[config.mk]
export PLATFORM = sky130hd
export DESIGN_NAME = prot_supervisor
export DESIGN_NICKNAME = d
export VERILOG_FILES = /design/src/rtl/prot_pkg.sv /design/src/rtl/prot_persist.sv /design/src/rtl/prot_datapath.sv /design/src/rtl/prot_ctrl.sv /design/src/rtl/prot_supervisor.sv
export SDC_FILE = /design/constraint.sdc
export NUM_CORES = 1
export LEC_CHECK = 0
export CORE_MARGIN = 5
export CORE_UTILIZATION = 45
export DETAILED_ROUTE_END_ITERATION = 8
export GPL_TIMING_DRIVEN = 0
export PLACE_DENSITY_LB_ADDON = 0.08
export SLEW_MARGIN = 15
export SYNTH_ARGS = -nofsm -noshare
export SYNTH_HDL_FRONTEND = slang
export SYNTH_SLANG_ARGS = --single-unit
[constraint.sdc]
create_clock -name clk -period 4.6 [get_ports clk]
set_input_delay 0.92 -clock clk [delete_from_list [all_inputs] [get_ports clk]]
set_output_delay 0.92 -clock clk [all_outputs]
set_load 0.01 [all_outputs]
[src/rtl/prot_pkg.sv]
package prot_pkg;

  typedef enum logic [1:0] {
    ST_WAIT  = 2'd0,
    ST_RUN   = 2'd1,
    ST_FAULT = 2'd2
  } supStateT;

  // control -> datapath strobes
  typedef struct packed {
    logic runActive;
    logic inFault;
  } ctrlStrobeT;

  // datapath -> control qualified events
  typedef struct packed {
    logic ntcHit;
    logic ovHit;
    logic csHit;
    logic recDone;
  } dpEventT;

  localparam logic [1:0] CAUSE_NONE = 2'd0;
  localparam logic [1:0] CAUSE_NTC  = 2'd1;
  localparam logic [1:0] CAUSE_OV   = 2'd2;
  localparam logic [1:0] CAUSE_CS   = 2'd3;

endpackage

[src/rtl/prot_persist.sv]
module prot_persist #(
  parameter int DLY = 50,
  localparam int W = $clog2(DLY + 1)
) (
  input  logic clk,
  input  logic rstN,
  input  logic enable,
  input  logic tick,
  input  logic flag,
  output logic hit
);

  logic [W-1:0] cnt;
  logic         atLimit;

  assign atLimit = (cnt == W'(DLY));

  always_ff @(posedge clk or negedge rstN) begin
    if (!rstN) begin
      cnt <= '0;
    end else if (!enable || !flag) begin
      cnt <= '0;
    end else if (tick && !atLimit) begin
      cnt <= cnt + 1'b1;
    end
  end

  assign hit = enable && flag && atLimit;

  // count never passes the window length
  p_cnt_bound_r4: assert property (@(posedge clk) disable iff (!rstN)
    cnt <= W'(DLY));

  // a dropped flag restarts the window
  p_drop_clears_r4: assert property (@(posedge clk) disable iff (!rstN)
    !flag |=> (cnt == '0));

endmodule

[src/rtl/prot_datapath.sv]
module prot_datapath
  import prot_pkg::*;
#(
  parameter int NTC_DLY_US = 50,
  parameter int OV_DLY_US  = 750,
  parameter int CS_CYCLES  = 2,
  parameter int RECOVER_US = 1500000,
  localparam int CS_W  = $clog2(CS_CYCLES + 1),
  localparam int REC_W = $clog2(RECOVER_US + 1)
) (
  input  logic       clk,
  input  logic       rstN,
  input  logic       usTick,
  input  logic       ntcLow,
  input  logic       lineOv,
  input  logic       csHot,
  input  logic       hsEnd,
  input  logic       lineZc,
  input  ctrlStrobeT strobe,
  output dpEventT    events
);

  logic ntcHit;
  logic ovHit;

  prot_persist #(.DLY(NTC_DLY_US)) uNtc (
    .clk(clk), .rstN(rstN), .enable(strobe.runActive),
    .tick(usTick), .flag(ntcLow), .hit(ntcHit)
  );

  prot_persist #(.DLY(OV_DLY_US)) uOv (
    .clk(clk), .rstN(rstN), .enable(!strobe.inFault),
    .tick(usTick), .flag(lineOv), .hit(ovHit)
  );

  // consecutive-cycle counter for current-sense over-temperature
  logic [CS_W-1:0] csCnt;
  logic            csFull;
  assign csFull = (csCnt == CS_W'(CS_CYCLES));

  always_ff @(posedge clk or negedge rstN) begin
    if (!rstN) begin
      csCnt <= '0;
    end else if (!strobe.runActive) begin
      csCnt <= '0;
    end else if (hsEnd) begin
      if (!csHot)       csCnt <= '0;
      else if (!csFull) csCnt <= csCnt + 1'b1;
    end
  end

  // recovery interval counter
  logic [REC_W-1:0] recCnt;
  logic             recFull;
  assign recFull = (recCnt == REC_W'(RECOVER_US));

  always_ff @(posedge clk or negedge rstN) begin
    if (!rstN) begin
      recCnt <= '0;
    end else if (!strobe.inFault) begin
      recCnt <= '0;
    end else if (usTick && !recFull) begin
      recCnt <= recCnt + 1'b1;
    end
  end

  assign events.ntcHit  = ntcHit;
  assign events.ovHit   = ovHit;
  assign events.csHit   = strobe.runActive && csFull;
  assign events.recDone = strobe.inFault && (recFull || lineZc);

  // a strobe with the comparator low restarts the cycle count
  p_cs_restart_r6: assert property (@(posedge clk) disable iff (!rstN)
    (strobe.runActive && hsEnd && !csHot) |=> (csCnt == '0));

  // recovery count is idle outside the fault state
  p_rec_idle_r9: assert property (@(posedge clk) disable iff (!rstN)
    !strobe.inFault |=> (recCnt == '0) || strobe.inFault);

endmodule

[src/rtl/prot_ctrl.sv]
module prot_ctrl
  import prot_pkg::*;
(
  input  logic       clk,
  input  logic       rstN,
  input  logic       runReq,
  input  dpEventT    events,
  output ctrlStrobeT strobe,
  output logic       runOut,
  output logic       faultActive,
  output logic       restartReq,
  output logic [1:0] faultCause
);

  supStateT state;
  supStateT stateNxt;
  logic     anyHit;
  logic [1:0] causeSel;

  assign anyHit = events.ntcHit || events.ovHit || events.csHit;

  always_comb begin
    if (events.ntcHit)     causeSel = CAUSE_NTC;
    else if (events.ovHit) causeSel = CAUSE_OV;
    else                   causeSel = CAUSE_CS;
  end

  always_comb begin
    stateNxt = state;
    unique case (state)
      ST_FAULT: if (events.recDone) stateNxt = ST_WAIT;
      ST_RUN:   if (anyHit)         stateNxt = ST_FAULT;
                else if (!runReq)   stateNxt = ST_WAIT;
      default:  if (anyHit)         stateNxt = ST_FAULT;
                else if (runReq)    stateNxt = ST_RUN;
    endcase
  end

  always_ff @(posedge clk or negedge rstN) begin
    if (!rstN) begin
      state      <= ST_WAIT;
      faultCause <= CAUSE_NONE;
      restartReq <= 1'b0;
    end else begin
      state      <= stateNxt;
      restartReq <= (state == ST_FAULT) && events.recDone;
      if (state != ST_FAULT && anyHit) faultCause <= causeSel;
    end
  end

  assign strobe.runActive = (state == ST_RUN);
  assign strobe.inFault   = (state == ST_FAULT);
  assign runOut           = (state == ST_RUN);
  assign faultActive      = (state == ST_FAULT);

  // confirmed fault always latches on the next edge
  p_fault_latch_r7: assert property (@(posedge clk) disable iff (!rstN)
    (!faultActive && anyHit) |=> faultActive);

  // restart pulse only follows a fault cycle that ended
  p_restart_origin_r9: assert property (@(posedge clk) disable iff (!rstN)
    restartReq |-> ($past(faultActive) && !faultActive));

  // run request is ignored while faulted
  p_fault_hold_r11: assert property (@(posedge clk) disable iff (!rstN)
    (faultActive && !events.recDone) |=> (faultActive && !runOut));

  // leaving run on a dropped request
  p_run_exit_r2: assert property (@(posedge clk) disable iff (!rstN)
    (runOut && !runReq && !anyHit) |=> !runOut);

endmodule

[src/rtl/prot_supervisor.sv]
module prot_supervisor
  import prot_pkg::*;
#(
  parameter int NTC_DLY_US = 50,
  parameter int OV_DLY_US  = 750,
  parameter int CS_CYCLES  = 2,
  parameter int RECOVER_US = 1500000
) (
  input  logic       clk,
  input  logic       rstN,
  input  logic       usTick,
  input  logic       runReq,
  input  logic       ntcLow,
  input  logic       lineOv,
  input  logic       csHot,
  input  logic       hsEnd,
  input  logic       lineZc,
  output logic       runOut,
  output logic       faultActive,
  output logic       restartReq,
  output logic [1:0] faultCause
);

  ctrlStrobeT strobe;
  dpEventT    events;

  prot_datapath #(
    .NTC_DLY_US(NTC_DLY_US), .OV_DLY_US(OV_DLY_US),
    .CS_CYCLES(CS_CYCLES), .RECOVER_US(RECOVER_US)
  ) uDp (
    .clk(clk), .rstN(rstN), .usTick(usTick), .ntcLow(ntcLow),
    .lineOv(lineOv), .csHot(csHot), .hsEnd(hsEnd), .lineZc(lineZc),
    .strobe(strobe), .events(events)
  );

  prot_ctrl uCtrl (
    .clk(clk), .rstN(rstN), .runReq(runReq), .events(events),
    .strobe(strobe), .runOut(runOut), .faultActive(faultActive),
    .restartReq(restartReq), .faultCause(faultCause)
  );

endmodule

# ---- After elaboration in Yosys (flattened, before gate mapping)
# Cells that the tools add are included.
dict set report classes {
  n_eq_ne 12
  bitwise 0
  n_shift 0
  mul 0
  n_div 0
  muxes 18
  reduce_logical 28
  n_lt_le_gt_ge 0
  add_sub_neg 4
}
# op n
set ops {}
lappend ops {{2-to-1 mux 21 bit} 2}
lappend ops {{adder 21 x 1 -> 21 bit (second input constant)} 1}
lappend ops {{equality test 21 bit (second input constant)} 1}
lappend ops {{2-to-1 mux 10 bit} 2}
lappend ops {{2-to-1 mux 2 bit} 10}
lappend ops {{2-to-1 mux 6 bit} 2}
lappend ops {{logical AND 1 bit} 11}
lappend ops {{adder 10 x 1 -> 10 bit (second input constant)} 1}
lappend ops {{equality test 10 bit (second input constant)} 1}
lappend ops {{zero test 1 bit} 7}
lappend ops {{adder 6 x 1 -> 6 bit (second input constant)} 1}
lappend ops {{equality test 6 bit (second input constant)} 1}
lappend ops {{logical OR 1 bit} 5}
lappend ops {{equality test 2 bit (second input constant)} 2}
lappend ops {{inequality test 2 x 1 -> 1 bit (second input constant)} 2}
lappend ops {{inequality test 2 bit (second input constant)} 2}
lappend ops {{case mux 2 bit (2 select lines)} 1}
lappend ops {{nonzero test 2 bit} 2}
lappend ops {{nonzero test 4 bit} 1}
lappend ops {{inequality test 3 x 2 -> 1 bit (second input constant)} 1}
lappend ops {{inequality test 3 bit (second input constant)} 1}
lappend ops {{AND reduction 3 bit} 1}
lappend ops {{adder 2 x 1 -> 2 bit (second input constant)} 1}
lappend ops {{equality test 2 x 1 -> 1 bit (second input constant)} 1}
lappend ops {{2 further kinds} 2}
dict set report totals {
  word_cells 69
  inputBits 9
  regBits 44
  rom_bits 0
  latchBits 0
  mem_count 0
  ramBits 0
}

# ---- Longest topological paths before layout
# Gate-level depths: netlist of run 1.
dict set report depth {
  word_depth 8
  mapped_depth 9
  ltp_nobuf 7
}

# ---- By module
# A second synthesis of run 1 with hierarchy kept.
dict set report unflattened {
  hier_cells 282
  hier_area_um2 2627.5
}
# module area_each_um2 n_inst cells_each seq_area_each_um2
set modules_own_cells {}
lappend modules_own_cells {prot_datapath 1353.8 1 151 575.6}
lappend modules_own_cells {{prot_persist (uDp.uOv)} 611.8 1 65 250.2}
lappend modules_own_cells {{prot_persist (uDp.uNtc)} 339.1 1 35 150.1}
lappend modules_own_cells {prot_ctrl 322.8 1 31 125.1}

# ---- Worst setup path after synthesis of run 1
# OpenSTA, ideal clock, no wires.
dict set report synth_path {
  path_kind {input-to-reg}
  startpoint {input port lineOv}
  endpoint {register uCtrl.state[1]}
  t_required_ns 4.479
  path_buffers 1
  t_arrival_ns 2.072
  path_stages 6
  path_slack_ns 2.407
  cell_sequence {nand2b_1 -> or4_1 -> clkbuf_1 -> o211ai_1 -> o21ai_0 -> a22o_1}
}
dict set report synth_via {
  elab_chain_len 6
  elab_cells_between_ends 10
  cone_classes {1 x eq/ne; 3 x mux; 6 x reduce/logical}
}
# item line_no
set synth_rtl {}
lappend synth_rtl {{from (decl)} prot_supervisor.sv:14} ;# input logic lineOv,
lappend synth_rtl {{logical AND 1 bit (*) (2 in series)} prot_persist.sv:28} ;# assign hit = enable && flag && atLimit;
lappend synth_rtl {{logical OR 1 bit (*) (2 in series)} prot_ctrl.sv:20} ;# assign anyHit = events.ntcHit || events.ovHit || events.csHit;
lappend synth_rtl {{inequality test 3 x 2 -> 1 bit (no line), or another cell as far along} --}
lappend synth_rtl {{AND reduction 3 bit (no line) / case mux 2 bit (2 select lines) (equally long branches)} --}
lappend synth_rtl {{to (signal assigned)} prot_ctrl.sv:45} ;# state <= stateNxt;
lappend synth_rtl {{to (decl)} prot_ctrl.sv:15} ;# supStateT state;
# Mark *: on every way between the ends. The rest lies on a longest branch, timed or not.
# A chain may end at the register's enable or synchronous reset.

# ---- Worst setup path in the final report of run 1
dict set report layout_path {
  startpoint {register uCtrl.state[1]}
  endpoint {output port runOut}
}
dict set report layout_via {
  elab_chain_len 1
}
# item line_no
set layout_rtl {}
lappend layout_rtl {{equality test 2 x 1 -> 1 bit} prot_ctrl.sv:53} ;# assign runOut = (state == ST_RUN);
lappend layout_rtl {{to (decl)} prot_supervisor.sv:18} ;# output logic runOut,
# No other way between the ends.

==> results.cfg, run 1 <==
[synthesis]
ys_ff_latch = 44
netlist_instances = 258
synth_area_per_cell_um2 = 9.098
yosys.cell_types.count = 35
syn_area_um2 = 2347
synth_fp_nets = 276
synth_seq_area_share = 0.4691
yosys_warnings = 0

[route]
route.detailed.drc = 0
vias = 1830
ant_nets = 0
drtIter0Drc = 110
first_pass_iters = 5
routed_wl_mm = 4.754
wl_per_cell_um = 13.58
viasPerCell = 5.229

[clocking]
clockBufferDepth = 2
cts_tree = done
clock-sinks = 44
cts_hold_buf = 0
root_buffer = clkbuf_8
htreeDepth = 2
clkLatencyLatePin_ns = 0.31
numCtsBuffers = 5
cts-resized-gates = 0
cts_setup_buffers = 0
clk_pin_slew_worst_paths_ns = 0.08

[cells_and_area]
post-route-util = 0.5303
final_common_cell = dfrtp_1
insertedDiodeCount = 0
drive_above_1_share = 0.05714
most-common-layout-cells = dfrtp_1, nor2_1, nand2_1, xnor2_1, a21oi_1
syn_to_final_growth_pct = 14.66
fin_nets = 297

[critical_path]
start_kind = flip-flop
arrival_ns = 1.68
cp-end-kind = primary output
cp_slowest_cell = clkdlybuf4s50_1
criticalPathCategory = flip-flop to primary output
slowest_delay_ns = 0.60
worstPathMaxFanout = 9
path_cells = inv_1, ha_1, clkdlybuf4s50_1
required_ns = 3.68

[power]
max-vdd-ir-drop_mv = 0.2860
cellLeakagePower_nw = 1.042
power.density_nw_per_um2 = 312.3

[timing]
setup_violations = 0
tightest_slew_ns = 0.5548
min_period_ns = 2.603
slew_violations = 0
rsz0062_at_grt = no
hold_viol_final = 0
fmax_ghz = 0.3842
fin_crit_sh = 0.5659
slew_headroom = 0.6301
skew_ns = 0.008798
finalSetupTns_ns = 0

[global_route]
grt-ovfl-total = 0
antenna_found_initial = 0
grt_pass1_vias = 1748
grt_max_degree = 32
grt_pass1_wl_mm = 8.445
grt_usage = 0.1648

[floorplan]
ios = 14
start_util = 0.4625
die_x_um = 82.22
die_area_um2 = 6760
fp-row-count = 26
die_y_um = 82.22
coreArea_um2 = 5075

[placement]
gp_congestion = 0.7949
portBuffers = 13
hpwlAfterDp_mm = 3.436

[outcome]
status = completed

[run]
cap_violations = 0

[min_path]
hp-class = input port to async pin
-- final timing paths --
| kind | start | end | slack, ns | cells after the start |
|---|---|---|---|---|
| worst min-delay path | rstN | uDp.recCnt[16] | 0.51 | 1 |
| worst max-delay path | uCtrl.state[1] | runOut | 2.00 | 3 |
| worst max register to register | uCtrl.state[0] | uCtrl.state[1] | 2.13 | 9 |
| worst min register to register | uCtrl.faultCause[0] | uCtrl.faultCause[0] | 0.51 | 2 |
| max in group asynchronous | rstN | uDp.uOv.cnt[2] | 3.61 | 2 |
| min in group clk | uCtrl.faultCause[0] | uCtrl.faultCause[0] | 0.51 | 2 |
-- cells in the mapped netlist (all sizes together) --
master,instances,area [um2]
or2,2,12.51
nand3b,1,7.510
o21ai,10,53.80
a21oi,16,80.08
inv,12,45.04
nand4,14,87.58
and3,3,18.77
or4,5,37.54
nand3,8,45.04
nand2b,1,6.260
a31oi,1,6.260
o2bb2ai,1,8.760
nor2b,2,12.51
nand2,23,86.33
ha,9,112.6
nor4b,1,8.760
xnor2,16,140.1
a211oi,1,7.510
clkbuf,8,30.03
dfrtp,44,1101
o211ai,2,15.01
o21a,2,15.01
nor3,9,45.04
xor2,9,78.83
o31ai,4,30.03
and4,2,17.52
or3,7,43.79
a41oi,1,8.760
nor2,36,135.1
and2,2,12.51
a22o,1,8.760
buf,2,10.01
nor4,3,18.77
-- power by group --
part / leakage, nW / internal [mW] / total (mW) / switching (mW)
Sequential: 0.604 / 0.403 / 0.416 / 0.0129
Clock: 0.0541 / 0.161 / 0.297 / 0.137
Combinational: 0.384 / 0.0565 / 0.127 / 0.0704
Total: 1.04 / 0.620 / 0.841 / 0.220
-- critical path: cells and delay by family (launching register included) --
kind / cells / cell delay, ns
buffers and inverters: 2 / 0.66
adder cells (fa/ha/maj): 1 / 0.32
flip-flops: 1 / 0.40
-- state kept, by name, indices dropped and copies added, names as in the netlist --
signal	cells
uDp.recCnt	21
uDp.uOv.cnt	10
uDp.uNtc.cnt	6
uCtrl.faultCause	2
uCtrl.state	2
uDp.csCnt	2
uCtrl.restartReq	1
-- stage by stage --
step | hold slack, ns | std cells | power, mW | cell area [um2] | setup slack, ns
6_report | 0.5055 | 350 | 0.8405 | 2691 | 1.997
5_1_grt | 0.5355 | 350 | 0.8870 | 2691 | 1.859
2_1_floorplan | 0.4838 | 258 | 0.4973 | 2347 | 2.407
3_3_place_gp | 0.4730 | 341 | 0.5495 | 2565 | 1.366
3_5_place_dp | 0.4911 | 342 | 0.5528 | 2580 | 1.708
4_1_cts | 0.5108 | 350 | 0.8544 | 2691 | 1.967
-- layout make-up --
type,count,area (um2)
fill,500,2384
tap,70,87.58
timing repair buffer,14,145.1
sequential,44,1101
multi-input combinational,192,1161
inverter,12,45.04
clock buffer,5,68.82
clock inverter,3,42.54
buffer,10,40.04
-- cells by family (layout without fill, tap and decap cells) --
| group | Yosys count | in the layout | share of synthesized area |
|---|---|---|---|
| buffers and inverters | 22 | 44 | 0.03625 |
| AO/OA/AOI/OAI | 39 | 39 | 0.09968 |
| adder cells (fa/ha/maj) | 9 | 9 | 0.04798 |
| flip-flops | 44 | 44 | 0.4691 |
| XOR/XNOR | 25 | 25 | 0.09328 |
| AND/OR/NAND/NOR | 119 | 119 | 0.2537 |
-- per-layer routing --
metal / track usage / vias to the layer above / wire (um) / share of wire
li1: - / 937 / - / -
met1: 0.2267 / 860 / 2304 / 0.48
met2: 0.2508 / 24 / 2186 / 0.46
met3: 0.03254 / 9 / 152 / 0.032
met4: 0.07309 / 0 / 111 / 0.023
met5: 0 / - / 0 / 0
(Power assumes the default switching activity.)
==> run 2: changes to the inputs <==
Clock period 4.6 ns to 2.31 ns, I/O delays scaled along.
==> run 2 against run 1 <==
  * Final cell count is the same
  * Clock skew is essentially flat
  * Wire length is essentially flat
  * Combinational power grew 100%
  * Total power grew 99%
  * Highest routed layer unchanged
==> results.cfg, run 2 (synthesis gave the netlist of run 1 again) <==
[outcome]
status = completed

[route]
ant_nets = 0
wl_per_cell_um = 13.58
viasPerCell = 5.151
drtIter0Drc = 92
vias = 1803
first_pass_iters = 4
routed_wl_mm = 4.753
route.detailed.drc = 0

[min_path]
hp-class = input port to async pin

[cells_and_area]
drive_above_1_share = 0.07143
reg.largest.list = uDp.recCnt x21, uDp.uOv.cnt x10, uDp.uNtc.cnt x6
fill_cells = 501
largest_reg_flops = 21
fin_nets = 297
final_common_cell = dfrtp_1
regArea_um2 = 1101
multi_input_area_um2 = 1167
insertedDiodeCount = 0
stdcell_area_um2 = 2705
syn_to_final_growth_pct = 15.25
largest_register = uDp.recCnt
most-common-layout-cells = dfrtp_1, nor2_1, nand2_1, xnor2_1, a21oi_1

[timing]
rsz0062_at_grt = no
hold_viol_final = 0
slew_violations = 0
fin_crit_sh = 0.9277
skew_ns = 0.008533
fmax_ghz = 0.4666
slew_headroom = 0.6459
min_period_ns = 2.143
tightest_slew_ns = 0.5311
setup_violations = 0

[floorplan]
die_y_um = 82.22
start_util = 0.4625
fp-row-count = 26
ios = 14
die_x_um = 82.22
die_area_um2 = 6760
coreArea_um2 = 5075

[power]
max-vdd-ir-drop_mv = 0.5686
power.internal_mw = 1.239
power.density_nw_per_um2 = 619.8
pwr-share-comb = 0.153
p_total_mw = 1.677
switching_power_uw = 437.8
cellLeakagePower_nw = 1.050
switching_share = 0.2611
p_seq_frac = 0.494
clockPowerShare = 0.353

[placement]
place_area_um2 = 2580
portBuffers = 13
gp_congestion = 0.7949
hpwlAfterDp_mm = 3.436

[critical_path]
arrival_ns = 1.68
critPathBufInv = 2
cp_slowest_cell = clkdlybuf4s50_1
slowest_delay_ns = 0.60
critPathLaunch = uCtrl.state[1]
criticalPathCategory = flip-flop to primary output
crit_family = buffers and inverters
worstPathMaxFanout = 9
reg2reg_to = uCtrl.state[1]
path_cells = inv_1, ha_1, clkdlybuf4s50_1
r2r_cells = 7
start_kind = flip-flop
required_ns = 1.85
cp-end-kind = primary output
r2r_setup_slack_ns = 0.17
r2r-start = uCtrl.state[0]

[clocking]
clockBufferDepth = 2
htreeDepth = 2
cts_tree = done
numCtsBuffers = 5
clock-sinks = 44
root_buffer = clkbuf_8
clk_pin_slew_worst_paths_ns = 0.08
clkLatencyLatePin_ns = 0.30

[global_route]
grt-ovfl-total = 0
grt_pass1_vias = 1746
antenna_found_initial = 0
grt_pass1_wl_mm = 8.438
grt_usage = 0.1646
grt_max_degree = 32

[run]
cap_violations = 0
run 2: cell types whose count changed in the layout (fill, tap and decap cells not counted), sizes merged:
cell | before | now
clkbuf | 13 | 11
buf | 4 | 6
run 2: routing by layer:
metal | global-route usage | share of wire | up-vias
met5 | 0 | 0 | -
li1 | - | - | 940
met3 | 0.03254 | 0.026 | 9
met2 | 0.2500 | 0.46 | 18
met4 | 0.07309 | 0.023 | 0
met1 | 0.2267 | 0.49 | 836
run 2: area by class of cell:
type,count,area share
clock inverter,3,0.01573
sequential,44,0.4070
inverter,12,0.01665
buffer,8,0.01203
multi-input combinational,192,0.4315
clock buffer,5,0.02544
timing repair buffer,16,0.05920
tap,70,0.03238
run 2: stage by stage:
step | setup TNS [ns] | hold slack (ns) | util | setup WS, ns | instances
2_1_floorplan | 0 | 0.1664 | - | 0.1271 | 258
3_3_place_gp | -20.80 | 0.4730 | 0.5054 | -0.4664 | 341
3_5_place_dp | -0.3972 | 0.3858 | 0.5084 | -0.1448 | 342
4_1_cts | 0 | 0.05283 | 0.5301 | 0.01950 | 349
5_1_grt | 0 | 0.07746 | 0.5330 | 0.02691 | 350
6_report | 0 | 0.05294 | 0.5330 | 0.1670 | 350
run 2: how the worst max path moves through the flow:
| stage | to | slack [ns] | cells after the start |
|---|---|---|---|
| floorplan | uCtrl.state[1] | 0.13 | 9 |
| global placement | uDp.csCnt[0] | -0.47 | 1 |
| detailed placement | uCtrl.state[1] | -0.14 | 9 |
| CTS | uCtrl.state[1] | 0.02 | 8 |
| global route | uDp.recCnt[16] | 0.03 | 6 |
| finish | runOut | 0.17 | 3 |
run 2: power by group through the flow:
stage / combinational, mW / sequential, mW / clock (mW)
2_1_floorplan: 0.147 / 0.843 / 0
3_3_place_gp: 0.251 / 0.844 / 0
3_5_place_dp: 0.256 / 0.845 / 0
4_1_cts: 0.259 / 0.830 / 0.614
5_1_grt: 0.295 / 0.836 / 0.639
6_report: 0.256 / 0.829 / 0.592
run 2: what timing repair did:
action,in CTS,in global routing
gates resized for setup,1,2
gates cloned,0,0
endpoints found under the hold margin,0,0
setup endpoints to repair,2,2
pin swaps,0,1
setup buffers,0,2
hold buffers,0,0
